`src/rtl/gcu_pkg.sv`:
```
package gcu_pkg;
  localparam int unsigned N_CMP = 2;

  typedef enum logic [1:0] {
    SRC_PIN  = 2'b00,
    SRC_AUX  = 2'b01,
    SRC_CMP1 = 2'b10,
    SRC_CMP2 = 2'b11
  } gate_src_e;
endpackage

```
`src/rtl/gcu_src_mux.sv`:
```
module gcu_src_mux
  import gcu_pkg::*;
#(
  parameter int unsigned SYNC_STAGES = 2
) (
  input  logic             clk_i,
  input  logic             rst_ni,
  input  gate_src_e        src_sel_i,
  input  logic             gate_inv_i,
  input  logic             gate_pin_i,
  input  logic             aux_ovf_i,
  input  logic [N_CMP-1:0] cmp_i,
  input  logic [N_CMP-1:0] cmp_sync_i,
  output logic             gate_o
);
  logic [N_CMP-1:0] cmp_eff;
  logic             raw;

  for (genvar k = 0; k < N_CMP; k++) begin : g_cmp
    logic [SYNC_STAGES-1:0] sh_q;
    if (SYNC_STAGES == 1) begin : g_one
      always_ff @(posedge clk_i or negedge rst_ni) begin
        if (!rst_ni) sh_q <= '0;
        else         sh_q <= cmp_i[k];
      end
    end else begin : g_multi
      always_ff @(posedge clk_i or negedge rst_ni) begin
        if (!rst_ni) sh_q <= '0;
        else         sh_q <= {sh_q[SYNC_STAGES-2:0], cmp_i[k]};
      end
    end
    assign cmp_eff[k] = cmp_sync_i[k] ? sh_q[SYNC_STAGES-1] : cmp_i[k];
  end

  always_comb begin
    unique case (src_sel_i)
      SRC_PIN:  raw = gate_pin_i;
      SRC_AUX:  raw = aux_ovf_i;
      SRC_CMP1: raw = cmp_eff[0];
      SRC_CMP2: raw = cmp_eff[1];
      default:  raw = gate_pin_i;
    endcase
  end

  // polarity applied ahead of toggle / single-pulse stages
  assign gate_o = raw ^ gate_inv_i;
endmodule

```
`src/rtl/gcu_gate_path.sv`:
```
module gcu_gate_path (
  input  logic clk_i,
  input  logic rst_ni,
  input  logic gate_i,
  input  logic tog_en_i,
  input  logic sp_en_i,
  input  logic go_set_i,
  output logic gate_val_o,
  output logic go_o
);
  logic gp_q, tog_q, gt_q, go_q, run_q;
  logic gp_rise, gt, gt_rise, gt_fall;

  assign gp_rise = gate_i & ~gp_q;
  assign gt      = tog_en_i ? tog_q : gp_q;
  assign gt_rise = gt & ~gt_q;
  assign gt_fall = ~gt & gt_q;

  always_ff @(posedge clk_i or negedge rst_ni) begin
    if (!rst_ni) begin
      gp_q  <= 1'b0;
      tog_q <= 1'b0;
      gt_q  <= 1'b0;
    end else begin
      gp_q <= gate_i;
      gt_q <= gt;
      if (!tog_en_i)    tog_q <= 1'b0;
      else if (gp_rise) tog_q <= ~tog_q;
    end
  end

  always_ff @(posedge clk_i or negedge rst_ni) begin
    if (!rst_ni) begin
      go_q  <= 1'b0;
      run_q <= 1'b0;
    end else if (!sp_en_i) begin
      go_q  <= 1'b0;
      run_q <= 1'b0;
    end else if (go_q) begin
      if (run_q) begin
        if (gt_fall) begin
          go_q  <= 1'b0;
          run_q <= 1'b0;
        end
      end else if (gt_rise) begin
        run_q <= 1'b1;
      end
    end else if (go_set_i) begin
      go_q <= 1'b1;
    end
  end

  // window opens combinationally on the arming edge so its first clock counts
  assign gate_val_o = sp_en_i ? (gt & go_q & (run_q | gt_rise)) : gt;
  assign go_o       = go_q;

  AST_GO_DROPS_WITHOUT_SP: assert property (@(posedge clk_i) disable iff (!rst_ni)
    !sp_en_i |=> !go_o);
  AST_RUN_NEEDS_GO: assert property (@(posedge clk_i) disable iff (!rst_ni)
    run_q |-> go_q);
  AST_SP_CLOSED_UNARMED: assert property (@(posedge clk_i) disable iff (!rst_ni)
    (sp_en_i && !go_q) |-> !gate_val_o);
  AST_TOG_HELD_CLEAR: assert property (@(posedge clk_i) disable iff (!rst_ni)
    !tog_en_i |=> !tog_q);
endmodule

```
`src/rtl/gcu_count_irq.sv`:
```
module gcu_count_irq #(
  parameter int unsigned CNT_W = 16
) (
  input  logic             clk_i,
  input  logic             rst_ni,
  input  logic             cnt_on_i,
  input  logic             gate_en_i,
  input  logic             gate_val_i,
  input  logic             wr_i,
  input  logic [CNT_W-1:0] wdata_i,
  input  logic             irq_en_i,
  input  logic             irq_clr_i,
  output logic [CNT_W-1:0] count_o,
  output logic             irq_flag_o,
  output logic             irq_o
);
  logic [CNT_W-1:0] count_q;
  logic             gval_q, flag_q, inc;

  assign inc = cnt_on_i & (~gate_en_i | gate_val_i);

  always_ff @(posedge clk_i or negedge rst_ni) begin
    if (!rst_ni)  count_q <= '0;
    else if (wr_i) count_q <= wdata_i;
    else if (inc)  count_q <= count_q + 1'b1;
  end

  // set has priority over a same-cycle clear
  always_ff @(posedge clk_i or negedge rst_ni) begin
    if (!rst_ni) begin
      gval_q <= 1'b0;
      flag_q <= 1'b0;
    end else begin
      gval_q <= gate_val_i;
      if (gval_q && !gate_val_i) flag_q <= 1'b1;
      else if (irq_clr_i)        flag_q <= 1'b0;
    end
  end

  assign count_o    = count_q;
  assign irq_flag_o = flag_q;
  assign irq_o      = flag_q & irq_en_i;

  AST_HOLD_WHEN_OFF: assert property (@(posedge clk_i) disable iff (!rst_ni)
    (!wr_i && !cnt_on_i) |=> $stable(count_o));
  AST_HOLD_WHEN_SHUT: assert property (@(posedge clk_i) disable iff (!rst_ni)
    (!wr_i && gate_en_i && !gate_val_i) |=> $stable(count_o));
  AST_FLAG_ON_FALL: assert property (@(posedge clk_i) disable iff (!rst_ni)
    $fell(gate_val_i) |=> irq_flag_o);
  AST_FLAG_STICKY: assert property (@(posedge clk_i) disable iff (!rst_ni)
    (irq_flag_o && !irq_clr_i) |=> irq_flag_o);
endmodule

```
`src/rtl/gate_ctl_counter.sv`:
```
module gate_ctl_counter
  import gcu_pkg::*;
#(
  parameter int unsigned CNT_W       = 16,
  parameter int unsigned SYNC_STAGES = 2
) (
  input  logic             clk_i,
  input  logic             rst_ni,
  input  logic             cnt_on_i,
  input  logic             gate_en_i,
  input  logic [1:0]       src_sel_i,
  input  logic             gate_inv_i,
  input  logic             tog_en_i,
  input  logic             sp_en_i,
  input  logic             go_set_i,
  input  logic [1:0]       cmp_sync_i,
  input  logic             gate_pin_i,
  input  logic             aux_ovf_i,
  input  logic             cmp1_i,
  input  logic             cmp2_i,
  input  logic             cnt_wr_i,
  input  logic [CNT_W-1:0] cnt_wdata_i,
  input  logic             irq_en_i,
  input  logic             irq_clr_i,
  output logic [CNT_W-1:0] count_o,
  output logic             go_o,
  output logic             gate_val_o,
  output logic             irq_flag_o,
  output logic             irq_o
);
  logic gate_src;

  gcu_src_mux #(.SYNC_STAGES(SYNC_STAGES)) u_src (
    .clk_i      (clk_i),
    .rst_ni     (rst_ni),
    .src_sel_i  (gate_src_e'(src_sel_i)),
    .gate_inv_i (gate_inv_i),
    .gate_pin_i (gate_pin_i),
    .aux_ovf_i  (aux_ovf_i),
    .cmp_i      ({cmp2_i, cmp1_i}),
    .cmp_sync_i (cmp_sync_i),
    .gate_o     (gate_src)
  );

  gcu_gate_path u_path (
    .clk_i      (clk_i),
    .rst_ni     (rst_ni),
    .gate_i     (gate_src),
    .tog_en_i   (tog_en_i),
    .sp_en_i    (sp_en_i),
    .go_set_i   (go_set_i),
    .gate_val_o (gate_val_o),
    .go_o       (go_o)
  );

  gcu_count_irq #(.CNT_W(CNT_W)) u_cnt (
    .clk_i      (clk_i),
    .rst_ni     (rst_ni),
    .cnt_on_i   (cnt_on_i),
    .gate_en_i  (gate_en_i),
    .gate_val_i (gate_val_o),
    .wr_i       (cnt_wr_i),
    .wdata_i    (cnt_wdata_i),
    .irq_en_i   (irq_en_i),
    .irq_clr_i  (irq_clr_i),
    .count_o    (count_o),
    .irq_flag_o (irq_flag_o),
    .irq_o      (irq_o)
  );
endmodule

```
`config.mk`:
```
export PLATFORM = sky130hd
export DESIGN_NAME = gate_ctl_counter
export DESIGN_NICKNAME = d
export VERILOG_FILES = /design/src/rtl/gcu_pkg.sv /design/src/rtl/gcu_src_mux.sv /design/src/rtl/gcu_gate_path.sv /design/src/rtl/gcu_count_irq.sv /design/src/rtl/gate_ctl_counter.sv
export SDC_FILE = /design/constraint.sdc
export NUM_CORES = 1
export LEC_CHECK = 0
export BUFFER_PORTS_ARGS = -buffer_cell sky130_fd_sc_hd__buf_2
export CORE_MARGIN = 1.5
export CORE_UTILIZATION = 35
export DETAILED_ROUTE_END_ITERATION = 16
export GPL_TIMING_DRIVEN = 0
export PLACE_DENSITY = 0.67
export REMOVE_ABC_BUFFERS = 1
export SKIP_CTS_REPAIR_TIMING = 1
export SYNTH_ARGS = -nofsm -noshare
export SYNTH_HDL_FRONTEND = slang
export SYNTH_HIERARCHICAL = 1
export SYNTH_SLANG_ARGS = --single-unit
```
`constraint.sdc`:
```
create_clock -name clk_i -period 5.5 [get_ports clk_i]
set_clock_uncertainty 0.2 [all_clocks]
set_input_delay 1.1 -clock clk_i [delete_from_list [all_inputs] [get_ports clk_i]]
set_output_delay 1.1 -clock clk_i [all_outputs]
set_load 0.01 [all_outputs]
```
# Word level (Yosys, flattened, before mapping)
# Cells that the tools add are included.
# word_totals
regBits	27
input_bits	35
elab_cells	56
# op_classes
addsub	1
eq_ne	5
n_mux	20
bitwise	15
n_reduce_logical	5
# ops
cell	count
$mux W16	2
$mux W1	17
$add A16 B1 Y16 const B	1
$and A1 B1 Y1	7
$not A1 Y1	5
$eq A2 B2 Y1 const B	2
$ne A2 B1 Y1 const B	2
$pmux W1 S4	1
$reduce_bool A2 Y1	2
$eq A2 B1 Y1 const B	1
$logic_not A2 Y1	1
$or A1 B1 Y1	2
$logic_and A1 B1 Y1	1
$logic_not A1 Y1	1
$xor A1 B1 Y1	1

# Depth between registers and ports, before layout
# Gate-level depths: netlist of the first run.
# depth
ltp_word	9
depth_mapped	8

# Hierarchy
# The synthesis of the first run kept the hierarchy.
# by_module_without_submodules
module	n_inst	cells_per_inst	area_per_inst_um2
gcu_count_irq	1	110	1028.5
gcu_gate_path	1	20	220.2
gcu_src_mux	1	8	157.7

# Least setup slack after synthesis of the first run
# OpenSTA, ideal clock, no wires.
# synth_timing
path_kind	input to register
startpoint	input tog_en_i
endpoint	register u_cnt.count_q[11] (netlist: u_cnt/count_o[11])
setup_time_ns	0.082
arrival_ns	2.628
t_required_ns	5.218
slack_ns	2.590
stages	7
path_buffers	1
cell_sequence	mux2i_1 -> a21oi_1 -> nand2b_1 -> buf_4 -> nand3_2 -> or4_1 -> a31oi_1
# synth_between
elab_chain_cells	8
word_cells_on_any_way	9
# synth_rtl
element	line	text
start: declaration	gate_ctl_counter.sv:13	input logic tog_en_i,
$mux W1 *	gcu_gate_path.sv:15	assign gt = tog_en_i ? tog_q : gp_q;
$and A1 B1 Y1	gcu_gate_path.sv:16	assign gt_rise = gt & ~gt_q;
$or A1 B1 Y1	gcu_gate_path.sv:54	assign gate_val_o = sp_en_i ? (gt & go_q & (run_q | gt_rise)) : gt;
$and A1 B1 Y1	gcu_gate_path.sv:54	
$mux W1 *	gcu_gate_path.sv:54	
via gate_val_o	gate_ctl_counter.sv:27	output logic gate_val_o,
$or A1 B1 Y1 *	gcu_count_irq.sv:20	assign inc = cnt_on_i & (~gate_en_i | gate_val_i);
$and A1 B1 Y1 *	gcu_count_irq.sv:20	
$reduce_bool A2 Y1 (no line) *	n/a	
end signal: assignment	gcu_count_irq.sv:24	else if (wr_i) count_q <= wdata_i;
end signal: assignment	gcu_count_irq.sv:25	else if (inc) count_q <= count_q + 1'b1;
end: declaration	gcu_count_irq.sv:17	logic [CNT_W-1:0] count_q;
# Mark *: on every way through the listed nets, which the timed path passes. The rest lies on a longest branch.
# A chain may end at the register's enable or synchronous reset.

# Worst setup path in the final report of the first run
# layout_timing
startpoint	input tog_en_i
endpoint	output gate_val_o
# layout_between
elab_chain_cells	5
word_cells_on_any_way	6
# layout_rtl
element	line
$mux W1 *	gcu_gate_path.sv:15
$and A1 B1 Y1	gcu_gate_path.sv:16
$or A1 B1 Y1	gcu_gate_path.sv:54
$and A1 B1 Y1	gcu_gate_path.sv:54
$mux W1 *	gcu_gate_path.sv:54
end: declaration	gate_ctl_counter.sv:27
# Every way passes the cells marked *; elsewhere a longest branch is shown, timed or not.

==> impl_metrics.csv, run 1 <==
group,metric,value,unit
setup_path,worstPathMaxFanout,4,
pwr,powerDensity,261,mW/mm2
clocking,root_buffer,"clkbuf_8",
pwr,power_frac_seq,52.9,%
final_layout,area_growth,24.3,%
global_route,grt_max_degree,28,
setup_path,cp_data_arrival_time,1.90,ns
floorplanning,row_count,22,
placed_design,place_area,0.00170,mm2
setup_path,endpoint_kind,"output port",
final_layout,stdcell_area,0.00175,mm2
clocking,clock_latency,0.27,ns
clocking,clkTransAtPathRegs,0.09,ns
final_layout,fillers,366,
setup_path,cp.required,4.20,ns
floorplanning,start_util,37.3,%
sta,rsz0062_at_grt,"no",
sta,max_freq,313,MHz
floorplanning,fp.dieW,66.4,um
clocking,h-tree-depth,1,
floorplanning,dieHeight,66.4,um
pwr,ir_worst_vdd,0.127,mV
pwr,power_frac_clock,25.4,%
sta,tightest_slew,0.598,ns
pwr,p_leak,0.000806,uW
global_route,antenna_found_initial,0,
detailed_routing,routed-wl-met2,1.36,mm
sta,min_period,3.20,ns
logic_synthesis,syn_area_per_cell,10.2,um2
floorplanning,core_area,0.00377,mm2
detailed_routing,routed.top_layer,"met4",
final_layout,drive_above_1_share,36.8,%
worst_hold_path,min_path_type,"reg -> reg",
placed_design,gp_congestion,0.769,
floorplanning,pin_count,55,
pwr,p_sw_share,30.4,%
logic_synthesis,synth_async_sr_flop_share,100,%
logic_synthesis,synth_cells,138,
clocking,clock_tree.buffer_depth,2,
outcome,status,"completed",
pwr,p_int,318,uW
detailed_routing,via_per_inst,5.08,
clocking,numClockSinks,27,
sta,period_share,58.1,%
setup_path,crit_type,"in -> out",
detailed_routing,antenna_left,0,
placed_design,port-buffer-count,54,
final_layout,diodes,0,
global_route,grtUsageTotal,14.9,%
detailed_routing,drt_pass1_iterations,6,
sta,fin_tns_setup,0,ns
placed_design,place_hpwl,2.17,mm
pwr,finalPower,456,uW
logic_synthesis,synthesis.area,0.00141,mm2
logic_synthesis,synth_cell_types,41,
setup_path,critPathLaunchType,"input port",
logic_synthesis,ys_seq_area_share,48.0,%
logic_synthesis,synth_ff_type,"dfrtp_1",
floorplanning,die_area,0.00441,mm2
final_layout,nets,227,
global_route,grt_pass1_wl,5.09,mm
sta,finalSetupViolCount,0,
logic_synthesis,yosys_warnings,6,
clocking,numCtsBuffers,3,
clocking,cts_tree,"built",
detailed_routing,drtIter0Drc,50,
placed_design,pre_cts_ws,2.25,ns
detailed_routing,drt-met1-wl,1.43,mm
logic_synthesis,synth-seq-cells,27,
global_route,grt_pass1_vias,1123,
detailed_routing,vias,1208,
pwr,switching_power,139,uW
sta,hold_violations,0,
logic_synthesis,synth_edf_count,0,
detailed_routing,wl_met3,154,um
global_route,grt-ovfl-total,0,
sta,slew_viol_final,0,
detailed_routing,drt_wl_total,2.96,mm
sta,maxSlewHeadroom,60.1,%
detailed_routing,drc_errors,0,
sta,fin_ws,2.30,ns
job,cap_violations,0,
detailed_routing,wl_per_cell,12.4,um
pwr,power_frac_comb,21.7,%
[layer usage]
metal	track usage, %	vias up
li1	-	607
met4	3.83	0
met2	24.3	41
met1	20.0	558
met3	3.07	2
met5	0	-
[worst paths after layout]
check / from / endpoint / slack, ns / depth (start not counted)
max in group asynchronous: rst_ni / u_path/go_o$_DFF_PN0_ / 4.09 / 1
min reg2reg: u_src/g_cmp[0].sh_q[0]$_DFF_PN0_ / u_src/g_cmp[0].sh_q[1]$_DFF_PN0_ / 0.16 / 0
max reg2reg: u_path/gt_q$_DFF_PN0_ / u_cnt/count_o[15]$_DFFE_PN0P_ / 3.01 / 7
min: u_src/g_cmp[0].sh_q[0]$_DFF_PN0_ / u_src/g_cmp[0].sh_q[1]$_DFF_PN0_ / 0.16 / 0
min in group asynchronous: rst_ni / u_cnt/count_o[2]$_DFFE_PN0P_ / 0.62 / 1
max: tog_en_i / gate_val_o / 2.30 / 4
[cell type report]
class	count	area, um2	share of cell area, %
flip-flops and latches	27	676	38.7
multi-input cells	98	669	38.3
repair buffers	54	270	15.5
well taps	48	60.1	3.44
clock buffers	3	41.3	2.36
inverters	7	26.3	1.50
clock inverters	1	5.00	0.286
[cells in the final DEF, fill, tap and decap left out, types with 2 or more instances in the layout]
cell      count
nor2_1        7
nand3_1       3
o21ai_0      12
dfrtp_1      27
mux2i_1       2
and2_2        2
nand2_1      11
nand2b_1      3
nand3_2       2
xnor2_1       2
nand4_1       6
a31oi_1       7
xor2_1        7
or4_1         6
o31ai_1       6
o31a_1        2
buf_2        54
clkbuf_8      3
and2_1        2
inv_1         6
[registers in the layout, indices dropped and copies added, names as in the netlist]
signal	cells
u_cnt/count_o	16
u_src/g_cmp.sh_q	4
u_cnt/gval_q	1
u_cnt/irq_flag_o	1
u_path/go_o	1
u_path/gp_q	1
u_path/gt_q	1
u_path/run_q	1
u_path/tog_q	1
[cells in the mapped netlist (2+ instances only)]
cell type  instances  area [um2]
nand3_1            3        15.0
o21ai_0           12        60.1
mux2i_1            2        20.0
and2_1             2        12.5
nand2_1           11        41.3
dfrtp_1           27         676
or4_1              6        45.0
nand3_2            2        20.0
o31ai_1            6        45.0
a31oi_1            7        43.8
xnor2_1            2        17.5
nand2b_1           3        18.8
clkbuf_1           3        11.3
nor2_1             7        26.3
and2_2             2        15.0
nand4_1            6        37.5
inv_1              6        22.5
xor2_1             7        61.3
o31a_1             2        17.5
[critical path, stage by stage]
cell,delay [ns]
buf_2,0.11
mux2i_1,0.17
a21oi_1,0.32
buf_2,0.20
[cells by family after synthesis]
group	count (synthesis)	synth area share, %
AOI/OAI and AO/OA	32	14.4
xor gates and xnor gates	9	5.61
adders and majority gates	1	0.890
muxes	5	4.89
buffers and inverters	13	4.36
and+or+nand+nor	51	21.8
DFF	27	48.0
[stage by stage]
| step | std cells | util [%] | hold slack, ns |
|---|---|---|---|
| after CTS | 238 | 46.4 | 0.162 |
| final | 238 | 46.4 | 0.161 |
| after detailed placement | 234 | 45.1 | 0.144 |
| after floorplan | 132 | - | 0.131 |
| after global routing | 238 | 46.4 | 0.180 |
| after global placement | 234 | 45.1 | 0.135 |
[power groups by stage]
stage | clock, uW | combinational [uW] | sequential [uW]
2_1_floorplan | 0 | 48.9 | 249
3_3_place_gp | 0 | 97.3 | 245
3_5_place_dp | 0 | 98.9 | 245
4_1_cts | 119 | 99.6 | 241
5_1_grt | 129 | 112 | 246
6_report | 116 | 98.9 | 242
Note: power is estimated with default switching activity, not from simulation.
==> run 2: changes to the inputs <==
--- a/config.mk
+++ b/config.mk
@@ -10,7 +10,7 @@
 export CORE_UTILIZATION = 35
 export DETAILED_ROUTE_END_ITERATION = 16
 export GPL_TIMING_DRIVEN = 0
-export PLACE_DENSITY = 0.67
+export PLACE_DENSITY = 0.69
 export REMOVE_ABC_BUFFERS = 1
 export SKIP_CTS_REPAIR_TIMING = 1
 export SYNTH_ARGS = -nofsm -noshare
==> constraint.sdc (replaced) <==
create_clock -name clk_i -period 2.74 [get_ports clk_i]
set_clock_uncertainty 0.2 [all_clocks]
set_input_delay 0.548 -clock clk_i [delete_from_list [all_inputs] [get_ports clk_i]]
set_output_delay 0.548 -clock clk_i [all_outputs]
set_load 0.01 [all_outputs]
==> run 2 against run 1 <==
  * Largest cell class unchanged
  * Worst setup slack worse by 2.0 ns
  * Largest power group unchanged
  * Sequential power is 100% higher
  * Hold slack lost 0.085 ns
  * Via count increased by 0.66%
  * Clock power up 97%
==> impl_metrics.csv, run 2 (synthesized netlist as in run 1, its figures left out) <==
group,metric,value,unit
final_layout,final_common_cell,"buf_2",
placed_design,port-buffer-count,54,
placed_design,place_hpwl,2.17,mm
sta,min_period,2.46,ns
setup_path,critPathLaunchType,"flop",
setup_path,max_stage_delay,0.54,ns
final_layout,nets,227,
global_route,antenna_found_initial,0,
setup_path,critical_path_depth,7,
sta,fin_tns_setup,0,ns
setup_path,cp_data_arrival_time,2.45,ns
outcome,status,"completed",
sta,max_freq,407,MHz
floorplanning,dieHeight,66.4,um
clocking,h-tree-depth,1,
detailed_routing,via_per_inst,5.11,
clocking,numClockSinks,27,
setup_path,crit_family,"simple AND/OR/NAND/NOR gates",
floorplanning,core_area,0.00377,mm2
setup_path,crit_type,"reg -> reg",
sta,rsz0062_at_grt,"no",
final_layout,final_cell_mix,"buf_2 (54), dfrtp_1 (27), o21ai_0 (12), nand2_1 (11)",
final_layout,diodes,0,
detailed_routing,drc_errors,0,
setup_path,critPathBufInv,1,
clocking,clock_tree.buffer_depth,2,
global_route,grt_pass1_vias,1154,
sta,slew_viol_final,0,
pwr,p_leak,0.000803,uW
detailed_routing,drt_wl_total,2.96,mm
setup_path,worstPathMaxFanout,9,
final_layout,largest_reg_flops,16,
setup_path,slowest_stage,"or4_1",
pwr,switching_power,273,uW
sta,period_share,89.7,%
global_route,grt_max_degree,28,
pwr,ir_worst_vdd,0.239,mV
pwr,p_sw_share,30.0,%
pwr,p_int,639,uW
floorplanning,row_count,22,
detailed_routing,antenna_left,0,
floorplanning,fp.dieW,66.4,um
clocking,numCtsBuffers,3,
detailed_routing,drtIter0Drc,91,
setup_path,cp.required,2.73,ns
clocking,clock_latency,0.27,ns
pwr,power_frac_clock,25.0,%
sta,finalSetupViolCount,0,
setup_path,reg2reg_depth,7,
worst_hold_path,min_path_type,"in -> async",
job,cap_violations,0,
floorplanning,start_util,37.3,%
placed_design,gp_congestion,0.793,
floorplanning,pin_count,55,
sta,hold_violations,0,
placed_design,place_area,0.00170,mm2
final_layout,area_growth,24.5,%
sta,maxSlewHeadroom,59.6,%
final_layout,drive_above_1_share,36.8,%
clocking,root_buffer,"clkbuf_8",
sta,tightest_slew,0.606,ns
setup_path,path_cells,"inv_1 > o21ai_0 > a21oi_1 > nand2b_1 > nand3_2 > or4_1 > a31oi_1",
sta,holdWs,0.0757,ns
setup_path,reg2reg_to,"u_cnt/count_o[11]$_DFFE_PN0P_",
pwr,powerDensity,521,mW/mm2
detailed_routing,wl_per_cell,12.4,um
setup_path,endpoint_kind,"flop",
global_route,grt-ovfl-total,0,
setup_path,regToRegStartpoint,"u_path/gt_q$_DFF_PN0_",
clocking,clkTransAtPathRegs,0.09,ns
setup_path,rrSetupSlack,0.28,ns
global_route,grtUsageTotal,14.2,%
global_route,grt_pass1_wl,5.09,mm
detailed_routing,vias,1216,
floorplanning,die_area,0.00441,mm2
clocking,cts_tree,"built",
pwr,power_frac_comb,21.7,%
final_layout,stdcell_area,0.00175,mm2
detailed_routing,drt_pass1_iterations,4,
pwr,power_frac_seq,53.3,%
[run 2: changes by cell type in the layout (fill, tap and decap cells not counted), sizes merged]
cell      delta
clkinvlp     +1
clkinv       -1
[run 2: cell type report]
cell class                 count  area, um2
clock buffer                   3       41.3
clock inverter                 1       7.51
fill                         375       2020
inverter                       7       26.3
multi-input combinational     98        669
sequential                    27        676
tap                           48       60.1
timing repair buffer          54        270
[run 2: worst max path at each step]
| stage | from | end | slack [ns] |
|---|---|---|---|
| floorplan | tog_en_i | u_cnt/count_o[11]$_DFFE_PN0P_ | 0.31 |
| global placement | tog_en_i | u_cnt/count_o[15]$_DFFE_PN0P_ | 0.04 |
| detailed placement | tog_en_i | u_cnt/count_o[11]$_DFFE_PN0P_ | 0.007 |
| CTS | u_path/gt_q$_DFF_PN0_ | u_cnt/count_o[11]$_DFFE_PN0P_ | 0.25 |
| global route | u_path/gt_q$_DFF_PN0_ | u_cnt/count_o[11]$_DFFE_PN0P_ | 0.08 |
| finish | u_path/gt_q$_DFF_PN0_ | u_cnt/count_o[11]$_DFFE_PN0P_ | 0.28 |
[run 2: per-layer routing]
metal / GRT usage (%) / routed length [um] / share of wire, % / vias up
li1: - / - / - / 608
met1: 19.9 / 1470 / 50 / 567
met2: 23.4 / 1330 / 45 / 39
met3: 2.39 / 158 / 5.3 / 2
met4: 2.30 / 6 / 0.20 / 0
met5: 0 / 0 / 0 / -
[run 2: metrics by stage]
stage | worst slack (ns) | utilization (%) | power, uW | instances
global route | 0.0824 | 46.4 | 972 | 238
global placement | 0.0447 | 45.1 | 687 | 234
floorplan | 0.307 | - | 597 | 132
CTS | 0.251 | 46.4 | 923 | 238
detailed placement | 0.00681 | 45.1 | 693 | 234
finish | 0.282 | 46.4 | 912 | 238
[run 2: power groups by stage]
| stage | registers, uW | clock network (uW) | logic (uW) |
|---|---|---|---|
| floorplan | 499 | 0 | 98.1 |
| global placement | 492 | 0 | 195 |
| detailed placement | 493 | 0 | 200 |
| CTS | 486 | 237 | 201 |
| global route | 494 | 253 | 225 |
| finish | 486 | 228 | 198 |
==> run 3: changes to the inputs <==
--- a/config.mk
+++ b/config.mk
@@ -5,14 +5,15 @@
 export SDC_FILE = /design/constraint.sdc
 export NUM_CORES = 1
 export LEC_CHECK = 0
+export ABC_AREA = 1
 export BUFFER_PORTS_ARGS = -buffer_cell sky130_fd_sc_hd__buf_2
 export CORE_MARGIN = 1.5
 export CORE_UTILIZATION = 35
 export DETAILED_ROUTE_END_ITERATION = 16
 export GPL_TIMING_DRIVEN = 0
-export PLACE_DENSITY = 0.69
-export REMOVE_ABC_BUFFERS = 1
+export PLACE_DENSITY = 0.67
 export SKIP_CTS_REPAIR_TIMING = 1
+export SLEW_MARGIN = 0
 export SYNTH_ARGS = -nofsm -noshare
 export SYNTH_HDL_FRONTEND = slang
 export SYNTH_HIERARCHICAL = 1
==> run 3 against run 2 <==
  * Core utilization shrank 2.3 points
  * Maximum frequency grew 22%
  * Hold slack better by 0.0012 ns
  * Critical endpoint is now u_cnt/count_o[8]$_DFFE_PN0P_
  * Worst setup slack improved by 0.44 ns
  * Cell area up 17%
  * Sequential power up 0.8%
  * Critical path depth increased by 7
  * Largest power group unchanged
  * First-iteration DRC count rose by 29%
  * Global-route usage is 1.9 points higher
==> impl_metrics.csv, run 3 <==
group,metric,value,unit
logic_synthesis,synth_async_sr_flop_share,100,%
sta,max_freq,496,MHz
clocking,root_buffer,"clkbuf_8",
detailed_routing,via_per_inst,4.58,
logic_synthesis,synth_ff_type,"dfrtp_1",
pwr,p_sw_share,33.1,%
logic_synthesis,syn_area_per_cell,6.90,um2
global_route,grt_max_degree,28,
setup_path,path_cells,"inv_1 > nand2_1 > nand2_1 > nor2_1 > nand3_1 > nand2_1 > inv_1 > nand2_1 > nand2_1 > nand2_2 > inv_1 > nand2_1 > nand2_1 > o21bai_1",
setup_path,critPathLaunchType,"flop",
final_layout,final_cell_mix,"nand2_1 (84), buf_2 (55), inv_1 (44), dfrtp_1 (27), nand3_1 (24)",
global_route,grt_pass1_vias,1542,
final_layout,multi_input_area,812,um2
detailed_routing,vias,1621,
clocking,cts_tree,"built",
final_layout,area_growth,22.5,%
detailed_routing,drc_errors,0,
setup_path,reg2reg_depth,14,
sta,holdWs,0.0769,ns
detailed_routing,drtIter0Drc,117,
final_layout,stdcell_area,0.00206,mm2
logic_synthesis,synth_top_area_share,40.3,%
sta,fin_tns_setup,0,ns
floorplanning,fp.dieW,72.2,um
floorplanning,row_count,25,
sta,period_share,73.6,%
floorplanning,start_util,36.0,%
worst_hold_path,min_path_type,"in -> async",
pwr,p_int,646,uW
sta,hold_violations,0,
final_layout,nets,337,
logic_synthesis,synth_most_common_cell,"nand2_1",
pwr,power_frac_seq,50.8,%
job,cap_violations,0,
final_layout,fillers,501,
global_route,grt_pass1_wl,6.69,mm
clocking,numClockSinks,27,
detailed_routing,wl_per_cell,10.4,um
logic_synthesis,synth-seq-cells,27,
setup_path,slowest_stage,"dfrtp_1",
logic_synthesis,ys_top_cells_by_area,"dfrtp_1 (40%), nand2_1 (19%), inv_1 (9.8%)",
clocking,numCtsBuffers,3,
final_layout,post-route-util,44.1,%
sta,maxSlewHeadroom,58.8,%
sta,rsz0062_at_grt,"no",
sta,tightest_slew,0.617,ns
setup_path,endpoint_kind,"flop",
logic_synthesis,synth_cell_types,23,
global_route,grt-ovfl-total,0,
logic_synthesis,synthTopCellsByCount,"nand2_1 (84), inv_1 (44), dfrtp_1 (27)",
sta,finalSetupViolCount,0,
setup_path,cpMostUsedCell,"nand2_1",
pwr,switching_power,319,uW
sta,slew_viol_final,0,
floorplanning,die_area,0.00522,mm2
final_layout,drive_above_1_share,26.0,%
logic_synthesis,yosys.area.top_type,"dfrtp_1",
placed_design,place_hpwl,2.86,mm
floorplanning,dieHeight,72.2,um
sta,min_period,2.02,ns
clocking,h-tree-depth,1,
setup_path,worstPathMaxFanout,10,
detailed_routing,antenna_left,0,
setup_path,crit_type,"reg -> reg",
pwr,p_leak,0.00117,uW
logic_synthesis,synthesis.area,0.00168,mm2
detailed_routing,drt_wl_total,3.70,mm
final_layout,diodes,0,
pwr,power_frac_clock,23.8,%
setup_path,cp.required,2.71,ns
final_layout,final_common_cell,"nand2_1",
clocking,clock_tree.buffer_depth,2,
final_layout,largest_reg_flops,16,
global_route,grtUsageTotal,16.2,%
setup_path,max_stage_delay,0.36,ns
pwr,ir_worst_vdd,0.250,mV
setup_path,critical_path.startpoint,"u_path/tog_q$_DFFE_PN0P_",
logic_synthesis,synth_cells,243,
logic_synthesis,ys_seq_area_share,40.3,%
final_layout,seqCellArea,676,um2
logic_synthesis,synth_nets,279,
clocking,clock_latency,0.27,ns
floorplanning,core_area,0.00466,mm2
placed_design,place_area,0.00201,mm2
placed_design,gp_congestion,0.814,
detailed_routing,drt_pass1_iterations,4,
outcome,status,"completed",
logic_synthesis,synth_edf_count,0,
pwr,powerDensity,469,mW/mm2
setup_path,regToRegStartpoint,"u_path/tog_q$_DFFE_PN0P_",
setup_path,cp_data_arrival_time,1.98,ns
global_route,antenna_found_initial,0,
placed_design,port-buffer-count,53,
floorplanning,pin_count,55,
pwr,power_frac_comb,25.4,%
clocking,clkTransAtPathRegs,0.09,ns
logic_synthesis,yosys_warnings,6,
## run 3: changes by cell type in the layout (fill, tap and decap cells not counted), moves of 6 or more
cell / change
a31oi_1: -6
inv_1: +38
nand2_1: +73
nand2_2: +6
nand3_1: +21
o31ai_1: -6
or4_1: -6
## run 3: cells by family after synthesis
family | synth area share, %
DFF | 40.3
adders and majority gates | 0.746
xor gates and xnor gates | 2.61
AOI/OAI and AO/OA | 6.49
and+or+nand+nor | 38.6
buffers and inverters | 11.3
## run 3: path summary, 6_finish.rpt
check	end	slack [ns]
min	u_cnt/count_o[4]$_DFFE_PN0P_	0.08
min in group clk_i	u_src/g_cmp[0].sh_q[1]$_DFF_PN0_	0.16
max in group asynchronous	u_path/gt_q$_DFF_PN0_	1.87
max reg2reg	u_cnt/count_o[8]$_DFFE_PN0P_	0.72
min reg2reg	u_src/g_cmp[0].sh_q[1]$_DFF_PN0_	0.16
max	u_cnt/count_o[8]$_DFFE_PN0P_	0.72
## run 3: critical path, delay by kind of cell (launching register included)
kind / cells / cell delay [ns]
simple gates: 10 / 0.91
flops: 1 / 0.36
buf+inv: 3 / 0.31
compound gates: 1 / 0.14
## run 3: layer usage
| metal | wire (um) | share of wire (%) | vias to the layer above | track usage (%) |
|---|---|---|---|---|
| met5 | 0 | 0 | - | 0 |
| met4 | 15 | 0.41 | 0 | 3.35 |
| met3 | 209 | 5.7 | 5 | 4.03 |
| met2 | 1700 | 46 | 44 | 28.2 |
| met1 | 1770 | 48 | 706 | 20.3 |
| li1 | - | - | 866 | - |
## run 3: power groups by stage
stage                     sequential (uW)  combinational, uW  clock (uW)
after floorplan                       505                138           0
after global placement                498                243           0
after detailed placement              498                248           0
after CTS                             491                249         244
after global routing                  500                286         256
final                                 490                245         230
## run 3: cell type report
cell class | instances | share of cell area, %
multi-input cells | 167 | 39.5
flip-flops and latches | 27 | 32.9
repair buffers | 53 | 12.9
inverters | 46 | 8.40
well taps | 54 | 3.29
clock buffers | 4 | 2.19
plain buffers | 3 | 0.852
## run 3: per-stage QoR
stage | setup slack (ns) | instances | total power (uW)
2_1_floorplan | 0.816 | 243 | 644
6_report | 0.723 | 354 | 965
3_5_place_dp | 0.404 | 350 | 747
3_3_place_gp | 0.473 | 350 | 741
4_1_cts | 0.695 | 354 | 984
5_1_grt | 0.385 | 354 | 1040
